--- src/rtl/sar_seq_pkg.sv ---
package sar_seq_pkg;
  typedef enum logic [1:0] {
    ST_CAL   = 2'd0,
    ST_TRACK = 2'd1,
    ST_CONV  = 2'd2
  } seq_state_e;
endpackage

--- src/rtl/sar_rst_sync.sv ---
module sar_rst_sync (
  input  logic clk_i,
  input  logic rst_n_i,
  output logic rst_n_o
);
  logic [1:0] sync_q;

  always_ff @(posedge clk_i or negedge rst_n_i) begin
    if (!rst_n_i) sync_q <= 2'b00;
    else          sync_q <= {sync_q[0], 1'b1};
  end

  assign rst_n_o = sync_q[1];
endmodule

--- src/rtl/sar_ctrl.sv ---
module sar_ctrl
  import sar_seq_pkg::*;
#(
  parameter int CAL_CYCLES  = 34584480,
  parameter int CONV_CYCLES = 192,
  parameter int STEPS       = 16
) (
  input  logic clk_i,
  input  logic rst_n,
  input  logic hold_i,
  input  logic chan_left_i,
  output logic start_o,
  output logic step_o,
  output logic last_o,
  output logic ready_o,
  output logic trk_left_o,
  output logic trk_right_o,
  output logic ssh_o
);
  localparam int STEP_LEN = CONV_CYCLES / STEPS;
  localparam int CNT_W    = $clog2(CAL_CYCLES + 1);
  localparam int SC_W     = (STEP_LEN > 1) ? $clog2(STEP_LEN) : 1;
  localparam int BIT_W    = (STEPS > 1) ? $clog2(STEPS) : 1;
  localparam logic [CNT_W-1:0] CAL_LAST  = CNT_W'(CAL_CYCLES - 1);
  localparam logic [SC_W-1:0]  STEP_LAST = SC_W'(STEP_LEN - 1);
  localparam logic [BIT_W-1:0] BIT_LAST  = BIT_W'(STEPS - 1);

  seq_state_e       state_q, state_d;
  logic [CNT_W-1:0] cal_cnt_q, cal_cnt_d;
  logic [SC_W-1:0]  step_cnt_q, step_cnt_d;
  logic [BIT_W-1:0] bit_q, bit_d;
  logic             chan_q, chan_d;
  logic             ssh_q, ssh_d;
  logic             hold_q;
  logic             hold_fall;

  assign hold_fall = hold_q & ~hold_i;
  assign start_o   = (state_q == ST_TRACK) & hold_fall;
  assign step_o    = (state_q == ST_CONV) & (step_cnt_q == STEP_LAST);
  assign last_o    = step_o & (bit_q == BIT_LAST);

  always_comb begin
    state_d    = state_q;
    cal_cnt_d  = cal_cnt_q;
    step_cnt_d = step_cnt_q;
    bit_d      = bit_q;
    chan_d     = chan_q;
    ssh_d      = ssh_q;
    case (state_q)
      ST_CAL: begin
        if (cal_cnt_q == CAL_LAST) begin
          state_d   = ST_TRACK;
          cal_cnt_d = '0;
        end else begin
          cal_cnt_d = cal_cnt_q + 1'b1;
        end
      end
      ST_TRACK: begin
        if (start_o) begin
          state_d    = ST_CONV;
          step_cnt_d = '0;
          bit_d      = '0;
          ssh_d      = chan_q;
        end
      end
      ST_CONV: begin
        if (step_o) begin
          step_cnt_d = '0;
          bit_d      = bit_q + 1'b1;
        end else begin
          step_cnt_d = step_cnt_q + 1'b1;
        end
        if (last_o) begin
          state_d = ST_TRACK;
          chan_d  = chan_left_i;
        end
      end
      default: state_d = ST_CAL;
    endcase
  end

  always_ff @(posedge clk_i or negedge rst_n) begin
    if (!rst_n) begin
      state_q    <= ST_CAL;
      cal_cnt_q  <= '0;
      step_cnt_q <= '0;
      bit_q      <= '0;
      chan_q     <= 1'b1;
      ssh_q      <= 1'b0;
      hold_q     <= 1'b1;
    end else begin
      state_q    <= state_d;
      cal_cnt_q  <= cal_cnt_d;
      step_cnt_q <= step_cnt_d;
      bit_q      <= bit_d;
      chan_q     <= chan_d;
      ssh_q      <= ssh_d;
      hold_q     <= hold_i;
    end
  end

  assign ready_o     = (state_q != ST_CAL);
  assign trk_left_o  = (state_q == ST_TRACK) & chan_q;
  assign trk_right_o = (state_q == ST_TRACK) & ~chan_q;
  assign ssh_o       = ssh_q;

  // a running conversion is not cut short by hold activity
  assert_conv_len_R4: assert property (@(posedge clk_i) disable iff (!rst_n)
    (state_q == ST_CONV && !last_o) |=> (state_q == ST_CONV));
  // the final decision returns the block to tracking
  assert_conv_end_R4: assert property (@(posedge clk_i) disable iff (!rst_n)
    last_o |=> (state_q == ST_TRACK));
  // channel tracked next follows the select level at the final edge
  assert_chan_pick_R6: assert property (@(posedge clk_i) disable iff (!rst_n)
    last_o |=> (trk_left_o == $past(chan_left_i)));
  // right hold engaged when a left conversion starts
  assert_ssh_set_R9: assert property (@(posedge clk_i) disable iff (!rst_n)
    (start_o && trk_left_o) |=> ssh_o);
  // right hold released when a right conversion starts
  assert_ssh_clr_R9: assert property (@(posedge clk_i) disable iff (!rst_n)
    (start_o && trk_right_o) |=> !ssh_o);
endmodule

--- src/rtl/sar_reg.sv ---
module sar_reg #(
  parameter int DATA_W = 16
) (
  input  logic              clk_i,
  input  logic              rst_n,
  input  logic              start_i,
  input  logic              step_i,
  input  logic              cmp_i,
  output logic [DATA_W-1:0] trial_o,
  output logic [DATA_W-1:0] final_o
);
  localparam logic [DATA_W-1:0] TOP_BIT = {1'b1, {(DATA_W-1){1'b0}}};

  logic [DATA_W-1:0] sar_q, sar_d;
  logic [DATA_W-1:0] mask_q, mask_d;
  logic [DATA_W-1:0] kept;

  assign kept = cmp_i ? sar_q : (sar_q & ~mask_q);

  always_comb begin
    sar_d  = sar_q;
    mask_d = mask_q;
    if (start_i) begin
      sar_d  = TOP_BIT;
      mask_d = TOP_BIT;
    end else if (step_i) begin
      mask_d = mask_q >> 1;
      sar_d  = kept | (mask_q >> 1);
    end
  end

  always_ff @(posedge clk_i or negedge rst_n) begin
    if (!rst_n) begin
      sar_q  <= '0;
      mask_q <= '0;
    end else begin
      sar_q  <= sar_d;
      mask_q <= mask_d;
    end
  end

  assign trial_o = sar_q;
  assign final_o = kept;

  // at most one bit is under test at any time
  assert_mask_onehot_R5: assert property (@(posedge clk_i) disable iff (!rst_n)
    $onehot0(mask_q));
  // the first trial code sets only the top bit
  assert_first_trial_R5: assert property (@(posedge clk_i) disable iff (!rst_n)
    start_i |=> (trial_o == TOP_BIT));
endmodule

--- src/rtl/sar_shift.sv ---
module sar_shift #(
  parameter int DATA_W = 16
) (
  input  logic              clk_i,
  input  logic              rst_n,
  input  logic              load_i,
  input  logic              res_we_i,
  input  logic [DATA_W-1:0] res_i,
  input  logic              twos_i,
  input  logic              sclk_i,
  output logic              sdata_o
);
  localparam logic [DATA_W-1:0] TOP_BIT = {1'b1, {(DATA_W-1){1'b0}}};

  logic [DATA_W-1:0] res_q, res_d;
  logic [DATA_W-1:0] sh_q, sh_d;
  logic              sclk_q;
  logic              sclk_fall;

  assign sclk_fall = sclk_q & ~sclk_i;

  always_comb begin
    res_d = res_q;
    if (res_we_i) res_d = twos_i ? (res_i ^ TOP_BIT) : res_i;
  end

  always_comb begin
    sh_d = sh_q;
    if (load_i)         sh_d = res_q;
    else if (sclk_fall) sh_d = {sh_q[DATA_W-2:0], 1'b0};
  end

  always_ff @(posedge clk_i or negedge rst_n) begin
    if (!rst_n) begin
      res_q  <= '0;
      sh_q   <= '0;
      sclk_q <= 1'b0;
    end else begin
      res_q  <= res_d;
      sh_q   <= sh_d;
      sclk_q <= sclk_i;
    end
  end

  assign sdata_o = sh_q[DATA_W-1];

  // the stored word's top bit is on the line right after a load
  assert_load_msb_R7: assert property (@(posedge clk_i) disable iff (!rst_n)
    load_i |=> (sdata_o == $past(res_q[DATA_W-1])));
endmodule

--- src/rtl/sar_seq.sv ---
module sar_seq
  import sar_seq_pkg::*;
#(
  parameter int DATA_W      = 16,
  parameter int CONV_CYCLES = 192,
  parameter int CAL_CYCLES  = 34584480
) (
  input  logic              clk_i,
  input  logic              rst_n_i,
  input  logic              hold_i,
  input  logic              chan_left_i,
  input  logic              sclk_i,
  input  logic              twos_i,
  input  logic              cmp_i,
  output logic [DATA_W-1:0] dac_code_o,
  output logic              ready_o,
  output logic              sdata_o,
  output logic              trk_left_o,
  output logic              trk_right_o,
  output logic              ssh_right_o
);
  logic              rst_n;
  logic              start, step, last;
  logic [DATA_W-1:0] final_code;

  sar_rst_sync u_rst (
    .clk_i   (clk_i),
    .rst_n_i (rst_n_i),
    .rst_n_o (rst_n)
  );

  sar_ctrl #(
    .CAL_CYCLES  (CAL_CYCLES),
    .CONV_CYCLES (CONV_CYCLES),
    .STEPS       (DATA_W)
  ) u_ctrl (
    .clk_i       (clk_i),
    .rst_n       (rst_n),
    .hold_i      (hold_i),
    .chan_left_i (chan_left_i),
    .start_o     (start),
    .step_o      (step),
    .last_o      (last),
    .ready_o     (ready_o),
    .trk_left_o  (trk_left_o),
    .trk_right_o (trk_right_o),
    .ssh_o       (ssh_right_o)
  );

  sar_reg #(.DATA_W(DATA_W)) u_sar (
    .clk_i   (clk_i),
    .rst_n   (rst_n),
    .start_i (start),
    .step_i  (step),
    .cmp_i   (cmp_i),
    .trial_o (dac_code_o),
    .final_o (final_code)
  );

  sar_shift #(.DATA_W(DATA_W)) u_shift (
    .clk_i    (clk_i),
    .rst_n    (rst_n),
    .load_i   (start),
    .res_we_i (last),
    .res_i    (final_code),
    .twos_i   (twos_i),
    .sclk_i   (sclk_i),
    .sdata_o  (sdata_o)
  );

  // nothing leaves the serial pin before calibration is done
  assert_quiet_cal_R3: assert property (@(posedge clk_i) disable iff (!rst_n)
    !ready_o |-> !sdata_o);
  // never both track outputs at once
  assert_trk_excl_R6: assert property (@(posedge clk_i) disable iff (!rst_n)
    $onehot0({trk_left_o, trk_right_o}));
  // ready only drops through reset
  assert_ready_hold_R2: assert property (@(posedge clk_i) disable iff (!rst_n)
    ready_o |=> ready_o);
endmodule

--- config.mk ---
export PLATFORM = sky130hd
export DESIGN_NAME = sar_seq
export DESIGN_NICKNAME = d
export VERILOG_FILES = /design/src/rtl/sar_seq_pkg.sv /design/src/rtl/sar_rst_sync.sv /design/src/rtl/sar_ctrl.sv /design/src/rtl/sar_reg.sv /design/src/rtl/sar_shift.sv /design/src/rtl/sar_seq.sv
export SDC_FILE = /design/constraint.sdc
export NUM_CORES = 1
export LEC_CHECK = 0
export ABC_AREA = 1
export BUFFER_PORTS_ARGS = -buffer_cell sky130_fd_sc_hd__buf_2
export CORE_ASPECT_RATIO = 0.7
export CORE_MARGIN = 4
export CORE_UTILIZATION = 45
export CTS_BUF_LIST = sky130_fd_sc_hd__clkbuf_4 sky130_fd_sc_hd__clkbuf_8 sky130_fd_sc_hd__clkbuf_16
export CTS_CLUSTER_SIZE = 25
export DETAILED_ROUTE_END_ITERATION = 8
export HOLD_SLACK_MARGIN = 0.15
export REMOVE_ABC_BUFFERS = 1
export SYNTH_ARGS = -nofsm -noshare
export SYNTH_HDL_FRONTEND = slang
export SYNTH_HIERARCHICAL = 1
export SYNTH_SLANG_ARGS = --single-unit
export TNS_END_PERCENT = 10
--- constraint.sdc ---
create_clock -name clk_i -period 6.5 [get_ports clk_i]
set_input_delay 0 -clock clk_i [delete_from_list [all_inputs] [get_ports clk_i]]
set_output_delay 0 -clock clk_i [all_outputs]
set_load 0.02 [all_outputs]
==> out/qor.csv <==
stage,metric,value,unit
yosys,post-synthesis compound-gate area fraction,5.390,%
timing,setup violators final,0,
layout,net total in the final layout,723,
detailed_routing,drt first-iter violations,339,
timing,min Tclk post-route,2459,ps
worst_hold_path,hold crit path type,flop to asynchronous set/reset pin,
die,Starting Density,46.09,%
setup_path,Most Frequent Cell on Critical Path,inv_2,
yosys,synthesized-area fraction occupied by adder cells,0.6970,%
global_route,largest net degree at the start of global routing,75,
die,Die Ht,99.53,microns
layout,# fillers,1090,
timing,Fin Setup TNS,0,ps
layout,share of post-route cells with drive strength above 1,12.67,%
pwr,worst vdd ir,0.0001445,V
pwr,Int Pwr,0.0009801,W
detailed_routing,vias,4336,
setup_path,CP peak stage delay,650,ps
setup_path,CP max stage cell,inv_1,
die,CORE AREA,11690,sq um
placement,IO buf count,27,
layout,Synth-to-Final Area Change,10.50,%
yosys,Ys Warns,6,
yosys,Syn Inst Count,686,
clocking,Clock Root Buffer,clkbuf_16,
clocking,Clock Sinks,106,
timing,slew margin rel.,37.75,%
setup_path,Critical Path Sink Type,flop,
yosys,Synth area leader,dfrtp_1,
yosys,Synth Cell Area,5385,sq um
pwr,pwr/cell area,210.5,nW/um^2
timing,max-slew violations,0,
setup_path,arrival time at the worst endpoint,2690,ps
clocking,Clock Tree Buf Depth,2,
run,max_cap viols,0,
detailed_routing,mean routed wirelength per cell,13.45,microns
global_route,first-pass GRT wire length,20020,microns
pwr,Logic pwr share,1.7,%
pwr,sequential group share of total power,53.1,%
outcome,status,finished clean,
detailed_routing,vias per cell,4.955,
yosys,Post-Syn Area per Cell,7.850,sq um
timing,Slew @ Worst Pin,933.8,ps
yosys,"Distinct cells, synth",39,
yosys,Yosys top cell area share,48.33,%
setup_path,worst-path cell chain,inv_2 -> nor2_1 -> nand3_2 -> inv_1 -> inv_2 -> nand2_2 -> inv_2 -> nand2_1 -> o21ai_1,
pwr,sw frac,21.75,%
yosys,sequential-to-total area share from yosys stat,49.30,%
detailed_routing,Routed WL,11770,microns
setup_path,WS Path Type,flop to flop,
die,Cell Rows,33,
yosys,#FFs+latches synth,106,
setup_path,largest fanout on the critical path,21,
timing,final hold vios,0,
yosys,dominant cells by area after synthesis,"dfrtp_1 48%, nand2_1 18%, nand3_1 6.8%",
placement,Post-DP HPWL,8358,microns
clocking,total CTS buffers,9,
yosys,Async SR Flop Fraction,100.0,%
timing,Post-Route Skew,8.255,ps
global_route,GRT overflow,0,
clocking,clock latency on the worst-skew pair,350,ps
yosys,simple-gate share of the synthesized area,34.39,%
yosys,number of flops mapped to enable cells by yosys,0,
pwr,total design power,0.001253,W
layout,"commonest cells after routing, fill and taps aside","254 x nand2_1, 103 x dfrtp_1, 74 x inv_1",
clocking,Post-CTS Hold Buffers,7,
timing,Hold Slack,266.2,ps
yosys,XOR/XNOR share of the synthesized area,1.138,%
clocking,H-tree levels,3,
pwr,Leak,3.186,nW
setup_path,CP startpoint kind,flop,
placement,RD Place Congestion,0.9421,
yosys,mux cell area share after synthesis,0,%
detailed_routing,final antenna-violating net count,0,
detailed_routing,router iterations before antenna repair,5,
die,DIE AREA,13810,sq um
clocking,CTS tree,yes,
setup_path,R2R depth,9,
timing,RSZ-0062 raised after global routing,no,
timing,crit share post-route,37.82,%
detailed_routing,drt drc,0,
layout,"commonest non-fill, non-tap cell in the layout",nand2_1,
global_route,antenna violations before repair,0,
die,Top-Level Pins,28,
global_route,vias in the first global route,3956,
yosys,main combinational cell family by area after synthesis,simple AND/OR/NAND/NOR gates,
layout,Sequential Area,2659,sq um
clocking,Post-CTS Setup Bufs,0,
layout,final instance area,5951,sq um
timing,Fmax achieved,0.4067,GHz
global_route,All-Layer GR Usage,17.65,%
setup_path,worst endpoint required time,6730,ps
pwr,clock share of power,45.2,%
placement,instance area at placement,5567,sq um
layout,Diodes inserted,0,
die,die width,138.8,microns
clocking,post-cts sizing count,0,
pwr,net load switching power,0.0002724,W
layout,area occupied by multi-input gates,2245,sq um
yosys,predominant post-synthesis flop cell,dfrtp_1,
clocking,"CTS clk-pin slew, worst paths",80,ps
-- critical path, delay by kind of cell, from the launching register on --
kind | cells | cell delay [ps]
flops | 1 | 400
simple gates | 4 | 700
buf+inv | 4 | 1160
compound gates | 1 | 60
-- state kept, by name (all words and copies together) (netlist names) --
signal,count
u_ctrl/bit_q,4
u_ctrl/cal_cnt_q,26
u_ctrl/chan_q,1
u_ctrl/hold_q,1
u_ctrl/ssh_o,1
u_ctrl/state_q,2
u_ctrl/step_cnt_q,4
u_rst/sync_q,2
u_sar/mask_q,16
u_sar/trial_o,16
u_shift/res_q,16
u_shift/sclk_q,1
u_shift/sh_q,16
-- layout make-up --
class	count	share of cell area [%]
clock buffers	10	4.016
well taps	157	3.301
clock inverters	6	1.262
inverters	84	5.446
repair buffers	35	3.574
flip-flops and latches	106	44.68
multi-input cells	477	37.72
-- power by group through the flow --
stage | Clock, W | Combinational (W) | Sequential, W
finish | 0.000567 | 0.0000210 | 0.000665
global route | 0.000608 | 0.0000244 | 0.000666
CTS | 0.000583 | 0.0000219 | 0.000665
detailed placement | 0 | 0.0000187 | 0.000678
global placement | 0 | 0.0000186 | 0.000678
floorplan | 0 | 0.00000480 | 0.000683
-- logic make-up (layout without fill, tap and decap cells) --
family          Yosys count  after routing
simple gates            417            417
other cells               1              1
xor+xnor                  7              7
fa+ha+maj                 3              3
flops                   106            106
buf+inv                 103            135
compound gates           49             49
-- metal layers --
metal	global-route usage [%]	share of wire (%)	up-vias
met5	0	0	-
met1	28.84	54	2006
met3	3.508	5.2	11
met2	23.84	40	124
met4	3.835	0.86	0
li1	-	-	2195
-- path summary, 6_finish.rpt --
path / end / slack (ps) / from
min in group clk_i: u_ctrl/hold_q / 320 / hold_i
max in group asynchronous: u_ctrl/cal_cnt_q[10] / 4910 / u_rst/sync_q[1]
min reg2reg: u_ctrl/ssh_o / 270 / u_rst/sync_q[1]
max: u_sar/mask_q[5] / 4040 / u_ctrl/state_q[0]
min: u_ctrl/ssh_o / 270 / u_rst/sync_q[1]
max reg2reg: u_sar/mask_q[5] / 4040 / u_ctrl/state_q[0]
-- synth_stat cells, drive strengths merged (4+ instances only) --
library cell and count:
a21oi 9, nand2 264, xor2 5, dfrtp 104, nand4 7, o22ai 6
nand3 77, a21boi 9, nor2 58, buf 18, inv 83, o21ai 22
nor3 4
-- metrics by stage --
stage          setup WS (ps)  instances  util, %
2_1_floorplan           3332        667        -
3_3_place_gp            4131        852    47.64
3_5_place_dp            4040        852    47.64
4_1_cts                 4019        875    50.93
5_1_grt                 3773        875    50.93
6_report                4041        875    50.93
No activity file was read; power rests on OpenSTA's default activity.
